**config.mk**
```make
export PLATFORM = sky130hd
export DESIGN_NAME = clk2ph_gen
export DESIGN_NICKNAME = d
export VERILOG_FILES = /design/src/rtl/clk2ph_pkg.sv /design/src/rtl/clk2ph_low_limit.sv /design/src/rtl/clk2ph_low_timer.sv /design/src/rtl/clk2ph_phase_fsm.sv /design/src/rtl/clk2ph_gen.sv
export SDC_FILE = /design/constraint.sdc
export NUM_CORES = 1
export LEC_CHECK = 0
export ABC_AREA = 1
export BUFFER_PORTS_ARGS = -buffer_cell sky130_fd_sc_hd__buf_4
export CORE_ASPECT_RATIO = 1.2
export CORE_MARGIN = 2
export CORE_UTILIZATION = 49
export DETAILED_ROUTE_END_ITERATION = 16
export PLACE_DENSITY = 0.7
export SETUP_SLACK_MARGIN = 0.1
export SLEW_MARGIN = 30
export SYNTH_ARGS = -nofsm -noshare
export SYNTH_HDL_FRONTEND = slang
export SYNTH_SLANG_ARGS = --single-unit
```
**constraint.sdc**
```tcl
create_clock -name clk_i -period 2.3 [get_ports clk_i]
set_clock_uncertainty 0.05 [all_clocks]
set_input_delay 0.115 -clock clk_i [delete_from_list [all_inputs] [get_ports clk_i]]
set_output_delay 0.115 -clock clk_i [all_outputs]
set_load 0.02 [all_outputs]
```
**src/rtl/clk2ph_pkg.sv**
```systemverilog
package clk2ph_pkg;

   typedef enum logic [1:0] {
      PH_LOW  = 2'd0,
      PH_HIGH = 2'd1,
      PH_HOLD = 2'd2
   } ph_state_t;

endpackage

```
**src/rtl/clk2ph_low_limit.sv**
```systemverilog
module clk2ph_low_limit #(
   parameter int LOW_W   = 8,
   parameter int MAX_LOW = 80,
   localparam int CNT_W  = $clog2(MAX_LOW + 1)
) (
   input  logic [LOW_W-1:0] req_i,
   output logic [CNT_W-1:0] lim_o
);

   localparam int REQ_MAX = (1 << LOW_W) - 1;

   generate
      if (REQ_MAX > MAX_LOW) begin : g_clamp
         // request range can exceed the ceiling: saturate
         always_comb begin
            if (req_i == '0)
               lim_o = CNT_W'(1);
            else if (req_i > LOW_W'(MAX_LOW))
               lim_o = CNT_W'(MAX_LOW);
            else
               lim_o = CNT_W'(req_i);
         end
      end else begin : g_pass
         // every request already fits under the ceiling
         always_comb begin
            if (req_i == '0)
               lim_o = CNT_W'(1);
            else
               lim_o = CNT_W'(req_i);
         end
      end
   endgenerate

endmodule

```
**src/rtl/clk2ph_low_timer.sv**
```systemverilog
module clk2ph_low_timer #(
   parameter int MAX_LOW = 80,
   localparam int CNT_W  = $clog2(MAX_LOW + 1)
) (
   input  logic             clk_i,
   input  logic             rst_ni,
   input  logic             run_i,
   input  logic [CNT_W-1:0] lim_i,
   output logic             expire_o
);

   logic [CNT_W-1:0] cnt_q;
   logic [CNT_W:0]   cnt_next;

   assign cnt_next = {1'b0, cnt_q} + (CNT_W+1)'(1);
   assign expire_o = run_i && (cnt_next == {1'b0, lim_i});

   always_ff @(posedge clk_i) begin
      if (!rst_ni)
         cnt_q <= '0;
      else if (!run_i || expire_o)
         cnt_q <= '0;
      else
         cnt_q <= cnt_next[CNT_W-1:0];
   end

endmodule

```
**src/rtl/clk2ph_phase_fsm.sv**
```systemverilog
module clk2ph_phase_fsm
   import clk2ph_pkg::*;
(
   input  logic clk_i,
   input  logic rst_ni,
   input  logic low_expire_i,
   input  logic step_en_i,
   input  logic step_i,
   input  logic done_i,
   output logic in_low_o,
   output logic phi0_o,
   output logic cyc_start_o
);

   ph_state_t state_q;
   logic      phi0_q;
   logic      start_q;
   logic      fresh_q;
   logic      armed_q;
   logic      accept;

   // done counts only once the start strobe has been shown
   assign accept   = done_i && (start_q || armed_q);
   assign in_low_o = (state_q == PH_LOW);
   assign phi0_o   = phi0_q;
   assign cyc_start_o = start_q;

   always_ff @(posedge clk_i) begin
      if (!rst_ni) begin
         state_q <= PH_LOW;
         phi0_q  <= 1'b0;
         start_q <= 1'b0;
         fresh_q <= 1'b0;
         armed_q <= 1'b0;
      end else begin
         start_q <= 1'b0;
         unique case (state_q)
            PH_LOW: begin
               armed_q <= 1'b0;
               if (low_expire_i) begin
                  state_q <= PH_HIGH;
                  phi0_q  <= 1'b1;
                  fresh_q <= 1'b1;
               end
            end
            PH_HIGH: begin
               if (fresh_q) begin
                  start_q <= 1'b1;
                  fresh_q <= 1'b0;
               end
               armed_q <= armed_q | start_q;
               if (accept) begin
                  if (step_en_i) begin
                     state_q <= PH_HOLD;
                  end else begin
                     state_q <= PH_LOW;
                     phi0_q  <= 1'b0;
                  end
               end
            end
            PH_HOLD: begin
               if (step_i) begin
                  state_q <= PH_LOW;
                  phi0_q  <= 1'b0;
               end
            end
            default: begin
               state_q <= PH_LOW;
               phi0_q  <= 1'b0;
            end
         endcase
      end
   end

endmodule

```
**src/rtl/clk2ph_gen.sv**
```systemverilog
module clk2ph_gen #(
   parameter int SYS_CLK_MHZ = 16,
   parameter int MAX_LOW_NS  = 5000,
   parameter int LOW_W       = 8
) (
   input  logic             clk_i,
   input  logic             rst_ni,
   input  logic [LOW_W-1:0] low_cycles_i,
   input  logic             step_en_i,
   input  logic             step_i,
   input  logic             done_i,
   output logic             phi0_o,
   output logic             cyc_start_o
);

   localparam int MAX_LOW_CYC = (SYS_CLK_MHZ * MAX_LOW_NS) / 1000;
   localparam int CNT_W       = $clog2(MAX_LOW_CYC + 1);

   generate
      if (SYS_CLK_MHZ < 1) begin : g_bad_clk
         $error("SYS_CLK_MHZ must be at least 1");
      end
      if (LOW_W < 1 || LOW_W > 30) begin : g_bad_w
         $error("LOW_W must be within 1..30");
      end
      if (MAX_LOW_CYC < 1) begin : g_bad_lim
         $error("low-phase ceiling must allow at least one cycle");
      end
   endgenerate

   logic [CNT_W-1:0] low_lim;
   logic             low_expire;
   logic             in_low;

   clk2ph_low_limit #(
      .LOW_W   (LOW_W),
      .MAX_LOW (MAX_LOW_CYC)
   ) u_limit (
      .req_i (low_cycles_i),
      .lim_o (low_lim)
   );

   clk2ph_low_timer #(
      .MAX_LOW (MAX_LOW_CYC)
   ) u_timer (
      .clk_i    (clk_i),
      .rst_ni   (rst_ni),
      .run_i    (in_low),
      .lim_i    (low_lim),
      .expire_o (low_expire)
   );

   clk2ph_phase_fsm u_fsm (
      .clk_i        (clk_i),
      .rst_ni       (rst_ni),
      .low_expire_i (low_expire),
      .step_en_i    (step_en_i),
      .step_i       (step_i),
      .done_i       (done_i),
      .in_low_o     (in_low),
      .phi0_o       (phi0_o),
      .cyc_start_o  (cyc_start_o)
   );

endmodule

```
; Word level (Yosys, flattened, before mapping)
; Cells that the tools add are included.
[classes]
n_reduce_logical = 13
add_sub_neg = 1
order_cmp = 1
n_bitwise = 2
n_eq_ne = 7
muxes = 15
[op_table]
columns = op, n
row1 = 2-to-1 mux 7 bit, 2
row2 = "adder 7 x 1 -> 8 bit, second input constant", 1
row3 = equality test 8 x 7 -> 1 bit, 1
row4 = "> comparator 8 x 7 -> 1 bit, second input constant", 1
row5 = logical NOT 8 bit, 1
row6 = 2-to-1 mux 2 bit, 4
row7 = "inequality test 2 bit, second input constant", 3
row8 = one-hot mux 2 bit (3 select lines), 1
row9 = 2-to-1 mux 1 bit, 5
row10 = one-hot mux 1 bit (2 select lines), 2
row11 = AND reduction 2 bit, 2
row12 = AND reduction 4 bit, 1
row13 = one-hot mux 1 bit (3 select lines), 1
row14 = AND reduction 3 bit, 1
row15 = "equality test 2 x 1 -> 1 bit, second input constant", 1
row16 = "equality test 2 bit, second input constant", 1
row17 = logical AND 1 bit, 2
row18 = logical NOT 2 bit, 1
row19 = logical OR 1 bit, 2
row20 = "inequality test 2 x 1 -> 1 bit, second input constant", 1
row21 = nonzero test 2 bit, 1
row22 = OR reduction 2 bit, 1
row23 = logical NOT 1 bit, 1
row24 = NOT 1 bit, 1
row25 = bitwise OR 1 bit, 1
[word_totals]
inputBits = 13
register_bits = 13
out_inout_bits = 2

; Logic depth before layout (Yosys ltp)
[depth]
word_depth = 7
ltp_mapped = 15

; Modules after synthesis
; Synthesis repeated with hierarchy kept, for this count alone.
[hier_totals]
cells_unflattened = 139
area_unflattened_um2 = 863.3
[by_module_without_submodules]
columns = module, n_inst, cells_per_inst, area_per_inst_um2
row1 = clk2ph_low_timer, 1, 80, 486.7
row2 = clk2ph_phase_fsm, 1, 31, 254.0
row3 = clk2ph_low_limit, 1, 28, 122.6

; Worst setup path after synthesis
; Ideal clock, no wire load.
[synth_path]
path_kind = register to register
startpoint = register u_timer.cnt_q[0]
endpoint = register u_fsm.phi0_q (netlist: u_fsm.phi0_o)
path_buffers = 0
arrival_time_ps = 1504
setup_ps = 114
slack_ps = 632
path_stages_with_launch = 13
required_time_ps = 2136
period_less_slack_ps = 1668
cell_sequence = dfxtp_1 > ha_1 > nand3_2 > o21ai_2 > nand2_1 > nand2_1 > nand4_1 > nor2_2 > nand3_2 > nand2_2 > nand3_2 > nand3_1 > nand2_1
[synth_via]
elab_chain_cells = 5
[synth_lines]
columns = element, line_no
row1 = from (decl), clk2ph_low_timer.sv:12  ; logic [CNT_W-1:0] cnt_q;
row2 = from (signal assigned), clk2ph_low_timer.sv:24  ; cnt_q <= cnt_next[CNT_W-1:0];
row3 = adder 7 x 1 -> 8 bit, clk2ph_low_timer.sv:15  ; assign cnt_next = {1'b0, cnt_q} + (CNT_W+1)'(1);
row4 = equality test 8 x 7 -> 1 bit, clk2ph_low_timer.sv:16  ; assign expire_o = run_i && (cnt_next == {1'b0, lim_i});
row5 = logical AND 1 bit, clk2ph_low_timer.sv:16
row6 = inequality test 2 bit (no line), n/a
row7 = AND reduction 4 bit (no line), n/a
row8 = to (signal assigned), clk2ph_phase_fsm.sv:31  ; phi0_q <= 1'b0;
row9 = to (signal assigned), clk2ph_phase_fsm.sv:42  ; phi0_q <= 1'b1;
row10 = to (signal assigned), clk2ph_phase_fsm.sv:57  ; phi0_q <= 1'b0;
row11 = to (decl), clk2ph_phase_fsm.sv:16  ; logic phi0_q;
; Every way passes these cells.
; A chain may end at the register's enable or synchronous reset.

; Worst setup path in the final report
[layout_path]
startpoint = register u_timer.cnt_q[0]
endpoint = register u_timer.cnt_q[2]
[layout_via]
elab_chain_cells = 5
[layout_lines]
columns = element, line_no
row1 = adder 7 x 1 -> 8 bit (*), clk2ph_low_timer.sv:15
row2 = equality test 8 x 7 -> 1 bit, clk2ph_low_timer.sv:16
row3 = logical AND 1 bit, clk2ph_low_timer.sv:16
row4 = logical OR 1 bit, clk2ph_low_timer.sv:21  ; else if (!run_i || expire_o)
row5 = OR reduction 2 bit (no line), n/a
; Every way passes the cells marked *; elsewhere a longest branch is shown, timed or not.

==> summary.txt <==
Clock network
  • TritonCTS clock tree: built
  • CTS HTree Levels: 1
  • Setup Buffers After CTS: 0
  • Hold buffers post-CTS: 0
  • CTS Root Cell: clkbuf_4
  • Maximum buffer depth of the clock tree: 2
  • Post-cts sizing count: 0
  • Num CTS Buffers: 3
  • Clk Latency, worst-skew pair: 270 ps
  • CTS clk-pin slew, worst paths: about 70 ps
  • Clock sink total: 13

Detailed routing
  • Drt first pass iters: 4
  • Initial DRC count: 16
  • Vias per inst: approximately 5
  • # DRC: 0
  • Total number of vias: 792
  • Drt wl/cell: a little over 10 µm
  • Final WL: around 1.6 mm
  • Final ANT Viol Nets: 0

Yosys
  • Area leader, netlist: dfxtp_1
  • Yosys top cell area share: ~33%
  • Syn Area/Cell: 6.46 µm²
  • Synth top area cells: dfxtp_1 (33%), nand2_1 (14%), inv_1 (9.0%), nor2_1 (9.0%), nand3_1 (8.8%)
  • Syn_nets: 137
  • Warnings, synthesis: 0
  • Mapped cell area: 795 µm²
  • #FFs+latches synth: 13
  • Seq/Total Area, Yosys: between 30 and 40%
  • Cell variety after synth: 20
  • Mapped Cells: 123

Power
  • Clock power frac: around a fifth
  • Peak VDD IR: between 0.5 and 0.6 mV
  • Net switching power: 259 µW
  • Int Power: 422 µW
  • Logic gate share of total power: 36.7%
  • Pwr dens: 719 nW/µm²
  • P_leak: approximately 0.46 nW
  • Final Power: 681 µW
  • Switching share of power: a little under two fifths
  • Sequential power share: 43.0%

Critical path
  • Required @ worst endpoint: 2410 ps
  • Worst setup SP type: flop
  • Crit path kind: reg2reg
  • CP Launch Point: u_timer.cnt_q[0]$_SDFF_PP0_
  • FF-to-FF Start: u_timer.cnt_q[0]$_SDFF_PP0_
  • Crit path capture type: flop
  • Critical path arrival: 2020 ps
  • Crit-path max FO: 7

Placed design
  • GP Congestion: 0.762
  • # placed instances: 154
  • Setup WS pre-CTS: 375 ps
  • Post-DP HPWL: 1.34 mm
  • Placed cell area: 921 µm²
  • IO Port Bufs: 14

Finish
  • Layout Nets: 156
  • Share of layout cells above drive strength 1: 19.9%
  • Area Overhead vs Synth: 19.2%
  • Most common cell after layout, fill and taps aside: nand2_1
  • Final core utilization: 63.9%
  • N_diodes: 0
  • Final Instance Count excl. Fillers: roughly 160
  • Commonest cells after routing, fill and taps aside: nand2_1 (30), inv_1 (19), nor2_1 (19)
  • Final Cell Area: 947 µm²

Global route
  • Initial antenna violation count: 0
  • Global-route wire length before repair: between 2 and 2.5 mm
  • Total gr overflow: 0
  • Total Routing Usage GR: 18.9%
  • Vias in the first global route: 678
  • Largest net degree at the start of global routing: 10

Floorplanning
  • Initial Utilization: 53.6%
  • Cell Rows: 15
  • Chip Height: 48.1 µm
  • Die ar.: 1960 µm²
  • Die X: 40.8 µm
  • Core Box Area: about 1500 µm²
  • Io pins: 15

Timing
  • Crit path time final: 1920 ps
  • Final setup viols: 0
  • Fin crit share: 83.4%
  • Unrepaired setup endpoints after global routing: no
  • Setup_tns: 0 ps
  • Final Hold Fails: 0
  • Slew @ Worst Pin: about 280 ps
  • Peak Freq: ~520 MHz
  • Hold slack: ~50 ps
  • Final slew viol count: 0
  • Relative slew slack: approximately four fifths
  • Final WS setup: 383 ps

Flow run
  • Max_cap viols: 0

Status
  • Outcome: complete, no violations

Min path
  • Critical hold path startpoint: rst_ni
  • Hold Path Class: in2reg
cell families after synthesis:
family                   Yosys count  share of synthesized area, %
AO/OA/AOI/OAI                      9                          7.88
XOR/XNOR                           3                          3.31
adder cells (fa/ha/maj)            1                          1.57
buffers and inverters             19                          8.98
flip-flops                        13                          32.8
AND/OR/NAND/NOR                   78                          45.5
flip-flops by register name, indices dropped and copies added (netlist names):
name	flops
u_fsm.state_q	2
u_fsm.armed_q	1
u_fsm.cyc_start_o	1
u_fsm.phi0_o	1
u_timer.cnt_q	7
u_fsm.fresh_q	1
cells in the mapped netlist:
master / instances
nand2_2: 2
dfxtp_1: 13
nor3_1: 3
a21oi_2: 1
nand3b_1: 1
nand4_1: 3
nand3_1: 14
nand2_4: 1
ha_1: 1
nor2_2: 2
nand3_2: 3
xor2_1: 1
inv_1: 19
xnor2_1: 2
a211o_1: 1
o21bai_1: 1
nor2_1: 19
o21ai_2: 2
nand2_1: 30
a21oi_1: 4
power groups by stage:
stage	clock (mW)	combinational (mW)	sequential [mW]
6_report	0.138	0.250	0.293
5_1_grt	0.148	0.284	0.298
4_1_cts	0.143	0.253	0.293
3_5_place_dp	0	0.251	0.298
3_3_place_gp	0	0.252	0.296
2_1_floorplan	0	0.178	0.298
metal layers:
layer	global-route usage, %	vias to the layer above	wire, µm
met4	12.0	0	26
met1	16.8	348	653
met2	38.7	14	871
li1	-	426	-
met3	1.37	4	54
met5	0	-	0
area by class of cell:
class / count / area [µm²]
Clock buffer: 4 / 26.3
Sequential cell: 13 / 260
Multi-Input combinational cell: 91 / 463
Timing Repair Buffer: 14 / 105
Fill cell: 145 / 536
Tap cell: 17 / 21.3
Inverter: 19 / 71.3
critical path, cell delays in order (launching register included):
cell	delay, ps
dfxtp_1	420
ha_1	240
nand3_2	130
xnor2_1	150
inv_1	80
nand2_1	60
nand3_1	80
nor2_1	180
nand3_2	120
nand3_1	230
nor2_1	70
path summary, 6_finish.rpt:
path | cells past startpoint | end | slack (ps)
setup / recovery | 10 | u_timer.cnt_q[2]$_SDFF_PP0_ | 380
hold reg to reg | 2 | u_fsm.cyc_start_o$_SDFF_PN0_ | 410
setup reg to reg | 10 | u_timer.cnt_q[2]$_SDFF_PP0_ | 380
hold / removal | 3 | u_fsm.state_q[0]$_SDFFE_PN0P_ | 50
No activity file was read; power rests on OpenSTA's default activity.
